$ cat config.mk
export PLATFORM = sky130hd
export DESIGN_NAME = mem_tag_guard
export DESIGN_NICKNAME = d
export VERILOG_FILES = /design/src/rtl/tagchk_pkg.sv /design/src/rtl/tag_array.sv /design/src/rtl/tag_judge.sv /design/src/rtl/mem_tag_guard.sv
export SDC_FILE = /design/constraint.sdc
export NUM_CORES = 1
export LEC_CHECK = 0
export BUFFER_PORTS_ARGS = -buffer_cell sky130_fd_sc_hd__buf_2
export CAP_MARGIN = 20
export CORE_ASPECT_RATIO = 0.6
export CORE_MARGIN = 2
export CORE_UTILIZATION = 60
export DETAILED_ROUTE_END_ITERATION = 10
export GPL_ROUTABILITY_DRIVEN = 0
export PLACE_DENSITY_LB_ADDON = 0.12
export SLEW_MARGIN = 10
export SYNTH_ARGS = -nofsm -noshare
export SYNTH_HDL_FRONTEND = slang
export SYNTH_HIERARCHICAL = 1
export SYNTH_SLANG_ARGS = --single-unit
$ cat constraint.sdc
create_clock -name clk -period 4 [get_ports clk]
set_clock_uncertainty 0.05 [all_clocks]
set_input_delay 0.4 -clock clk [delete_from_list [all_inputs] [get_ports clk]]
set_output_delay 0.4 -clock clk [all_outputs]
set_load 0.05 [all_outputs]
$ cat src/rtl/tagchk_pkg.sv
package tagchk_pkg;

    parameter int unsigned TAG_W   = 4;
    parameter int unsigned TAG_LSB = 56;

    typedef enum logic [1:0] {
        MODE_OFF   = 2'd0,
        MODE_SYNC  = 2'd1,
        MODE_ASYNC = 2'd2,
        MODE_RSVD  = 2'd3
    } chk_mode_e;

    typedef struct packed {
        logic rsp_valid;
        logic grant;
        logic sync_fault;
        logic async_flag;
    } rsp_state_t;

endpackage

$ cat src/rtl/tag_array.sv
module tag_array
    import tagchk_pkg::*;
#(
    parameter int unsigned IDX_W     = 6,
    parameter int unsigned PG_GRAN_W = 4,
    localparam int unsigned NUM_GRAN = 1 << IDX_W,
    localparam int unsigned PG_W     = IDX_W - PG_GRAN_W,
    localparam int unsigned NUM_PG   = 1 << PG_W,
    localparam int unsigned PG_GRAN  = 1 << PG_GRAN_W
) (
    input  logic             clk,
    input  logic             rst_n,
    input  logic [IDX_W-1:0] rd_idx,
    output logic [TAG_W-1:0] rd_tag,
    output logic             rd_page_tagged,
    input  logic             wr_en,
    input  logic [IDX_W-1:0] wr_idx,
    input  logic [TAG_W-1:0] wr_tag,
    input  logic             pg_set_valid,
    input  logic [PG_W-1:0]  pg_set_idx,
    input  logic             pg_set_tagged
);

    logic [TAG_W-1:0] tags_d [NUM_GRAN];
    logic [TAG_W-1:0] tags_q [NUM_GRAN];
    logic [NUM_PG-1:0] pg_d, pg_q;
    logic [NUM_PG-1:0] page_clr;

    // one clear strobe per page: only an untagged->tagged transition clears
    for (genvar p = 0; p < NUM_PG; p++) begin : g_pclr
        assign page_clr[p] = pg_set_valid && pg_set_tagged && !pg_q[p]
                             && (pg_set_idx == PG_W'(p));
    end

    always_comb begin
        tags_d = tags_q;
        pg_d   = pg_q;
        if (wr_en) tags_d[wr_idx] = wr_tag;
        for (int p = 0; p < NUM_PG; p++) begin
            for (int k = 0; k < PG_GRAN; k++) begin
                if (page_clr[p]) tags_d[p*PG_GRAN + k] = '0;
            end
        end
        if (pg_set_valid) pg_d[pg_set_idx] = pg_set_tagged;
    end

    always_ff @(posedge clk or negedge rst_n) begin
        if (!rst_n) begin
            for (int g = 0; g < NUM_GRAN; g++) tags_q[g] <= '0;
            pg_q <= '0;
        end else begin
            tags_q <= tags_d;
            pg_q   <= pg_d;
        end
    end

    assign rd_tag         = tags_q[rd_idx];
    assign rd_page_tagged = pg_q[rd_idx[IDX_W-1 -: PG_W]];

    // first granule of a freshly enabled page reads zero after the edge
    assert_page_clear_R8: assert property (@(posedge clk) disable iff (!rst_n)
        (pg_set_valid && pg_set_tagged && !pg_q[pg_set_idx])
        |=> tags_q[{$past(pg_set_idx), {PG_GRAN_W{1'b0}}}] == '0);

    assert_page_attr_R3: assert property (@(posedge clk) disable iff (!rst_n)
        pg_set_valid |=> pg_q[$past(pg_set_idx)] == $past(pg_set_tagged));

endmodule

$ cat src/rtl/tag_judge.sv
module tag_judge
    import tagchk_pkg::*;
(
    input  chk_mode_e        mode,
    input  logic             tco,
    input  logic             page_tagged,
    input  logic             is_store,
    input  logic [TAG_W-1:0] ltag,
    input  logic [TAG_W-1:0] atag,
    output logic             sync_hit,
    output logic             async_hit,
    output logic             grant
);

    logic checking;
    logic mismatch;

    always_comb begin
        checking  = page_tagged && !tco && !is_store
                    && (mode == MODE_SYNC || mode == MODE_ASYNC);
        mismatch  = checking && (ltag != atag);
        sync_hit  = mismatch && (mode == MODE_SYNC);
        async_hit = mismatch && (mode == MODE_ASYNC);
        grant     = !sync_hit;
    end

endmodule

$ cat src/rtl/mem_tag_guard.sv
module mem_tag_guard
    import tagchk_pkg::*;
#(
    parameter int unsigned ADDR_W    = 64,
    parameter int unsigned GRAN_W    = 4,
    parameter int unsigned IDX_W     = 6,
    parameter int unsigned PG_GRAN_W = 4,
    localparam int unsigned PG_W     = IDX_W - PG_GRAN_W
) (
    input  logic              clk,
    input  logic              rst_n,
    input  logic              req_valid,
    input  logic              req_store_tag,
    input  logic [ADDR_W-1:0] req_addr,
    input  logic [1:0]        ctx_mode,
    input  logic              ctx_tco,
    input  logic              pg_set_valid,
    input  logic [PG_W-1:0]   pg_set_idx,
    input  logic              pg_set_tagged,
    input  logic              async_clear,
    output logic              rsp_valid,
    output logic              rsp_grant,
    output logic              sync_fault,
    output logic [ADDR_W-1:0] fault_addr,
    output logic              async_flag
);

    logic [IDX_W-1:0] gidx;
    logic [TAG_W-1:0] ltag;
    logic [TAG_W-1:0] atag;
    logic             page_tagged;
    logic             sync_hit, async_hit, grant;

    rsp_state_t        st_d, st_q;
    logic [ADDR_W-1:0] fa_d, fa_q;

    assign gidx = req_addr[GRAN_W +: IDX_W];
    assign ltag = req_addr[TAG_LSB +: TAG_W];

    tag_array #(.IDX_W(IDX_W), .PG_GRAN_W(PG_GRAN_W)) u_tags (
        .clk            (clk),
        .rst_n          (rst_n),
        .rd_idx         (gidx),
        .rd_tag         (atag),
        .rd_page_tagged (page_tagged),
        .wr_en          (req_valid && req_store_tag),
        .wr_idx         (gidx),
        .wr_tag         (ltag),
        .pg_set_valid   (pg_set_valid),
        .pg_set_idx     (pg_set_idx),
        .pg_set_tagged  (pg_set_tagged)
    );

    tag_judge u_judge (
        .mode        (chk_mode_e'(ctx_mode)),
        .tco         (ctx_tco),
        .page_tagged (page_tagged),
        .is_store    (req_store_tag),
        .ltag        (ltag),
        .atag        (atag),
        .sync_hit    (sync_hit),
        .async_hit   (async_hit),
        .grant       (grant)
    );

    always_comb begin
        st_d            = st_q;
        fa_d            = fa_q;
        st_d.rsp_valid  = req_valid;
        st_d.grant      = req_valid && grant;
        st_d.sync_fault = req_valid && sync_hit;
        if (req_valid && async_hit) begin
            st_d.async_flag = 1'b1;
            fa_d            = '0;
        end else if (async_clear) begin
            st_d.async_flag = 1'b0;
        end
        if (req_valid && sync_hit) fa_d = req_addr;
    end

    always_ff @(posedge clk or negedge rst_n) begin
        if (!rst_n) begin
            st_q <= '0;
            fa_q <= '0;
        end else begin
            st_q <= st_d;
            fa_q <= fa_d;
        end
    end

    assign rsp_valid  = st_q.rsp_valid;
    assign rsp_grant  = st_q.grant;
    assign sync_fault = st_q.sync_fault;
    assign fault_addr = fa_q;
    assign async_flag = st_q.async_flag;

    assert_sync_blocks_R5: assert property (@(posedge clk) disable iff (!rst_n)
        sync_fault |-> (rsp_valid && !rsp_grant));

    assert_sync_addr_R5: assert property (@(posedge clk) disable iff (!rst_n)
        (req_valid && sync_hit) |=> (fault_addr == $past(req_addr) && sync_fault));

    assert_async_noaddr_R6: assert property (@(posedge clk) disable iff (!rst_n)
        (req_valid && async_hit) |=> (async_flag && rsp_grant && fault_addr == '0));

    assert_async_sticky_R10: assert property (@(posedge clk) disable iff (!rst_n)
        (async_flag && !async_clear) |=> async_flag);

    assert_ignore_mode_R4: assert property (@(posedge clk) disable iff (!rst_n)
        (req_valid && (ctx_mode == 2'd0 || ctx_mode == 2'd3))
        |=> (rsp_grant && !sync_fault));

    assert_override_R7: assert property (@(posedge clk) disable iff (!rst_n)
        (req_valid && ctx_tco) |=> (rsp_grant && !sync_fault));

    assert_store_unchecked_R11: assert property (@(posedge clk) disable iff (!rst_n)
        (req_valid && req_store_tag) |=> (rsp_grant && !sync_fault));

    assert_rsp_follows_R12: assert property (@(posedge clk) disable iff (!rst_n)
        rsp_valid == $past(req_valid));

endmodule

---- After elaboration in Yosys (flattened, before gate mapping) ----
Cells that the tools add are included.
word-level totals
  bits in registers ....................... 328
  bits in latches ......................... 0
  memory bits (writable) .................. 0
  memory bits (read-only) ................. 0
  input port bits ......................... 76
  output and inout bits ................... 68
  logic and storage cells ................. 198
  memories ................................ 0
cells by class
  add/sub/neg operators ................... 0
  multiply operators ...................... 0
  div/mod/pow operators ................... 0
  $lt $le $gt $ge ......................... 5
  eq/ne operators ......................... 6
  shift-type cells ........................ 0
  muxes and demuxes ....................... 80
  bitwise gates (word level) .............. 1
  reductions and logical operators ........ 36
operators by type and width
  cell                  count
  $mux W4               67
  $bwmux W256           1
  $mux W256             1
  $mux W64              2
  $bmux W4 S6           1
  $demux W4 S6          1
  $logic_and A1 B1 Y1   21
  $reduce_bool A2 Y1    6
  $ge A7 B7 Y1 const B  1
  $logic_not A1 Y1      7
  $lt A7 B1 Y1 const B  1
  $not A6 Y7            1
  $eq A2 B2 Y1 const B  3
  $lt A2 B3 Y1 const B  2
  $bwmux W4             1
  $eq A2 B1 Y1 const B  2
  $mux W1               4
  $ne A4 B4 Y1          1
  $bmux W1 S2           1
  $demux W1 S2          1
  $ge A2 B1 Y1 const B  1
  $logic_not A2 Y1      1
  $logic_or A1 B1 Y1    1

---- Logic depth before layout (Yosys ltp) ----
  depth after elaboration ................. 10
  depth in mapped cells ................... 16
  mapped depth without buffers ............ 10

---- Cells and area by module ----
Netlist, hierarchy kept.
modules (own cells, without submodules)
  module         times used  cells each  area each (µm²)  sequential area each (µm²)
  tag_array      1           1,335       13,126.3         6,506.2
  mem_tag_guard  1           152         2,404.8          1,701.6
  tag_judge      1           13          113.9            0.0

---- Least setup slack after synthesis ----
OpenSTA, ideal clock, no wires.
  path type ............................... input to register
  start point ............................. in req_addr[4]
  end point ............................... reg fa_q[0] (netlist: fault_addr[0])
  setup time .............................. 0.121 ns
  data arrival time ....................... 3.141 ns
  required time ........................... 3.829 ns
  setup slack ............................. 0.688 ns
  stages on the path ...................... 14
  path buffers ............................ 4
  path through ............................ buf_2 > buf_4 > mux4_2 > mux2i_1 > nand2_1 > o311ai_0 > nand3_1 > xor2_1 > nor4_2 > and3b_1 > and2_1 > buf_6 > buf_6 > a22o_1
between the ends
  longest elaborated chain between the ends .. 9
  elaborated cells on any way between the ends .. 12
  those cells by class .................... 1 x eq/ne; 4 x mux; 1 x bitwise; 6 x reduce/logical
RTL lines
  item                                            RTL line             text
  from (decl)                                     mem_tag_guard.sv:14  input logic [ADDR_W-1:0] req_addr,
  $not A6 Y7 (implied by the code) *              tag_array.sv:57      assign rd_tag = tags_q[rd_idx];
  $bmux W4 S6 *                                   tag_array.sv:57
  $mux W4 (implied by the code) * (2 in series)   tag_array.sv:57
  named net atag[1]                               mem_tag_guard.sv:30  logic [TAG_W-1:0] atag;
  $ne A4 B4 Y1 *                                  tag_judge.sv:21      mismatch = checking && (ltag != atag);
  $logic_and A1 B1 Y1 *                           tag_judge.sv:21
  $logic_and A1 B1 Y1 *                           tag_judge.sv:22      sync_hit = mismatch && (mode == MODE_SYNC);
  named net sync_hit                              mem_tag_guard.sv:32  logic sync_hit, async_hit, grant;
  $logic_and A1 B1 Y1 *                           mem_tag_guard.sv:78  if (req_valid && sync_hit) fa_d = req_addr;
  $mux W64 or $reduce_bool A2 Y1 (tied branches)  -
  to (signal assigned)                            mem_tag_guard.sv:84  fa_q <= '0;
  to (signal assigned)                            mem_tag_guard.sv:87  fa_q <= fa_d;
  to (decl)                                       mem_tag_guard.sv:35  logic [ADDR_W-1:0] fa_d, fa_q;
The timed path passes the listed nets; every way through them passes the cells marked *. The select of a mux whose other input is x is not followed.
A chain may end at the register's enable or synchronous reset.

---- Final worst setup path ----
  start point ............................. reg u_tags/tags_q[171] (netlist bit)
  end point ............................... reg fa_q[22] (netlist: fault_addr[22])
between the ends
  longest elaborated chain between the ends .. 8
  elaborated cells on any way between the ends .. 11
  those cells by class .................... 1 x eq/ne; 4 x mux; 6 x reduce/logical
RTL lines
  item                                            RTL line             text
  from (decl)                                     tag_array.sv:25      logic [TAG_W-1:0] tags_q [NUM_GRAN];
  from (signal assigned)                          tag_array.sv:52      tags_q <= tags_d;
  $bmux W4 S6 *                                   tag_array.sv:57
  $mux W4 (implied by the code) * (2 in series)   tag_array.sv:57
  named net atag[3]                               mem_tag_guard.sv:30
  $ne A4 B4 Y1 *                                  tag_judge.sv:21
  $logic_and A1 B1 Y1 *                           tag_judge.sv:21
  $logic_and A1 B1 Y1 *                           tag_judge.sv:22
  named net sync_hit                              mem_tag_guard.sv:32
  $logic_and A1 B1 Y1 *                           mem_tag_guard.sv:78
  $mux W64 or $reduce_bool A2 Y1 (tied branches)  -
Marks and branches as above.

==> Implementation_results.wiki <==
{| class="wikitable"
! Metric !! Value
|-
| Result of the run || completed
|-
| Share of Yosys cell area claimed by the top area cell type || 52.46%
|-
| Leakage power summed over all cells || 8.099 nW
|-
| Crit path to || fault_addr[22]
|-
| Dominant cell type by area after synthesis || dfrtp_1
|-
| Final routed DRC violation total || 0
|-
| Length of the first detailed-routing pass in iterations || 5
|-
| Cell area power density || 443.7 mW/mm2
|-
| DP Area || 0.01675 mm2
|-
| Clock Sink Count || 328
|-
| Final standard cell area without fillers || 0.01808 mm2
|-
| Detailed-route vias per instance || 6.399
|-
| Post-synth top cells || dfrtp_1 (328), nand2_1 (248), a21oi_1 (192), nand3_1 (185), nor2_1 (92)
|-
| Clock H-tree levels || 1
|-
| RSZ-0062 raised after global routing || false
|-
| Cell chosen for the clock root || clkbuf_16
|-
| Horizontal die dimension || 212.5 um
|-
| Vertical die dimension || 129.1 um
|-
| Syn-to-layout area delta || 15.55%
|-
| Number of CTS-inserted buffers || 30
|-
| Die footprint || 0.02743 mm2
|-
| Final Max Tran Viols || 0
|-
| Core box area || 0.02545 mm2
|-
| Overall fraction of global-route tracks in use || 33.23%
|-
| End-of-flow core utilization || 71.03%
|-
| Fillers || 1,892
|-
| Yosys Warn Count || 6
|-
| Post-layout total power || 0.008022 W
|-
| Critical register-to-register path endpoint || fault_addr[22]
|-
| Average wire per standard cell || 22.58 um
|-
| Number of cell rows || 45
|-
| Number of cells on the worst hold path || 2
|-
| CTS clk-pin slew, worst paths || 0.07 ns
|-
| Setup slack after layout || 0.4372 ns
|-
| Cts hold-fix bufs || 36
|-
| Startpoint of the worst register-to-register path || u_tags/tags_q[171]
|-
| Deepest clock path buffer count || 3
|-
| Sort of element at the end of the critical path || flop
|-
| Source-to-sink clock delay at the later pin of the worst-skew pair || 0.58 ns
|-
| Shortest clock period the worst path allows after layout || 3.563 ns
|-
| Worst Setup SP || u_tags/tags_q[171]
|-
| Crit-path slowest cell || mux4_1
|-
| Setup-failing EPs final || 0
|-
| Buffers plus inverters on the worst setup path || 1
|-
| Cells after synthesis || 1,500
|-
| # resized after CTS || 0
|-
| Number of flops mapped to enable cells by yosys || 0
|-
| Pre-CTS setup slack || 0.03453 ns
|-
| Starting utilization of the core area || 61.47%
|-
| Via count || 12.77k
|-
| Path type of the worst setup path || reg -> reg
|-
| Maximum ir drop on the vdd rail || 0.3154 mV
|-
| Synthesized net count || 1,578
|-
| First-pass GRT wire length || 70.12 mm
|-
| Synth area leaders || dfrtp_1 (52%), mux4_2 (8.3%), a21oi_1 (6.1%)
|-
| Data arrival, critical path || 3.97 ns
|-
| WP depth || 11
|-
| CP Max Fanout || 65
|-
| Post-detailed-placement half-perimeter wirelength || 27.93 mm
|-
| Prevailing post-synth register cell || dfrtp_1
|-
| Boundary pin count || 144
|-
| Async set-or-reset flop fraction in the synthesized netlist || 100.0%
|-
| Number of buffers inserted by post-CTS setup repair || 0
|-
| Drt first-iter violations || 1,510
|-
| Overflow left after global routing || 0
|-
| Path depth of the worst reg2reg path || 11
|-
| Largest incremental delay on the critical path || 0.52 ns
|-
| Largest net degree at the start of global routing || 106
|-
| Area of the mapped netlist || 0.01565 mm2
|-
| Fmax || 280.7 MHz
|-
| Wire length after detailed routing || 45.06 mm
|-
| Setup_tns || 0 ns
|-
| Number of nets still failing antenna checks after routing || 0
|-
| Flop and latch count out of synthesis || 328
|-
| Count leader, synth || dfrtp_1
|-
| Register-to-Register Setup Slack || 0.44 ns
|-
| Relative slew slack || 37.65%
|-
| Fraction of layout instances using a drive strength above 1 || 19.90%
|-
| Mean cell area of the mapped netlist || 10.43 um2
|-
| Antenna violations before repair || 0
|-
| Max-cap check violation count || 0
|-
| Clock tree from TritonCTS || yes
|-
| Type of the tightest min-delay check || in -> reg
|-
| Final net count || 1,698
|-
| Top Family by Delay on Critical Path || multiplexers
|-
| PortBufs || 143
|-
| Total count of hold-check failures in the final report || 0
|-
| Final cycle utilization of the critical path || 89.07%
|-
| Count of cell types in the netlist || 43
|-
| Type of origin of the critical path || flop
|-
| Via count of the first global-routing pass || 12.21k
|-
| List of cells traversed by the critical path || mux4_1 > mux4_2 > nor2b_4 > a211oi_2 > a31oi_1 > xor2_1 > nor4_2 > and3b_1 > and2_2 > buf_12 > a22o_1
|-
| Sequential area share after synthesis || 52.46%
|-
| Worst path required time || 4.41 ns
|-
| Worst-margin pin slew || 0.9353 ns
|}
-- where the power goes --
part	switching [W]	internal (W)	leakage (nW)
clock network	0.00128	0.00158	0.466
registers	0.000180	0.00359	4.50
logic	0.000932	0.000455	3.13
-- kinds of logic (layout without fill, tap and decap cells) --
family          count (synthesis)  count (layout)  share of synthesized area, %
fa+ha+maj                       2               2                        0.1599
simple gates                  572             572                         16.35
other cells                     0               1                             0
flops                         328             328                         52.46
xor+xnor                        4               4                        0.2239
compound gates                301             301                         11.52
buf+inv                       145             288                         4.183
mux                           148             148                         15.09
-- worst min path at each step --
stage	from	end	slack (ns)
after floorplan	rst_n	async_flag	0.05
after global placement	fault_addr[55]	fault_addr[55]	0.43
after detailed placement	fault_addr[14]	fault_addr[14]	0.43
after CTS	req_addr[19]	fault_addr[19]	0.0002
after global routing	req_addr[49]	fault_addr[49]	0.008
final	req_addr[11]	fault_addr[11]	0.01
-- cell usage in the layout (no fill, tap or decap), types with 23 or more instances in the layout --
cell           count
mux2i_1           75
clkbuf_16         31
mux4_2            58
nand3_1          185
dlygate4sd3_1     36
dfrtp_1          328
buf_4             42
o21ai_0           23
nor2_1            90
buf_2            140
nand2_1          248
a21oi_1          192
a22o_1            64
-- per-stage QoR --
| stage | instances | hold slack, ns |
|---|---|---|
| CTS | 1995 | 0.0002179 |
| global placement | 1904 | 0.4282 |
| global route | 1995 | 0.007706 |
| detailed placement | 1904 | 0.4267 |
| floorplan | 1500 | 0.05441 |
| finish | 1996 | 0.01037 |
-- final cells by class --
class                   count  area (um2)  share of cell area, %
diodes                      1       2.502                0.01384
clock buffers              44       874.6                  4.838
clock inverters            11       93.84                 0.5191
inverters                   4       15.01                0.08306
multi-input cells        1027        6852                  37.90
flip-flops and latches    328        8208                  45.40
well taps                 352       440.4                  2.436
repair buffers            229        1592                  8.804
-- registers in the layout, indices dropped and copies added, names as in the netlist --
name           flops
fault_addr        64
u_tags/pg_q        4
async_flag         1
sync_fault         1
rsp_valid          1
rsp_grant          1
u_tags/tags_q    256
-- routing by layer --
metal  GRT usage (%)  share of wire [%]
met1           52.31                 43
met2           46.69                 44
met3           9.355                 11
met4           6.129                1.4
met5               0                  0
Power figures use the tool's default switching activity.
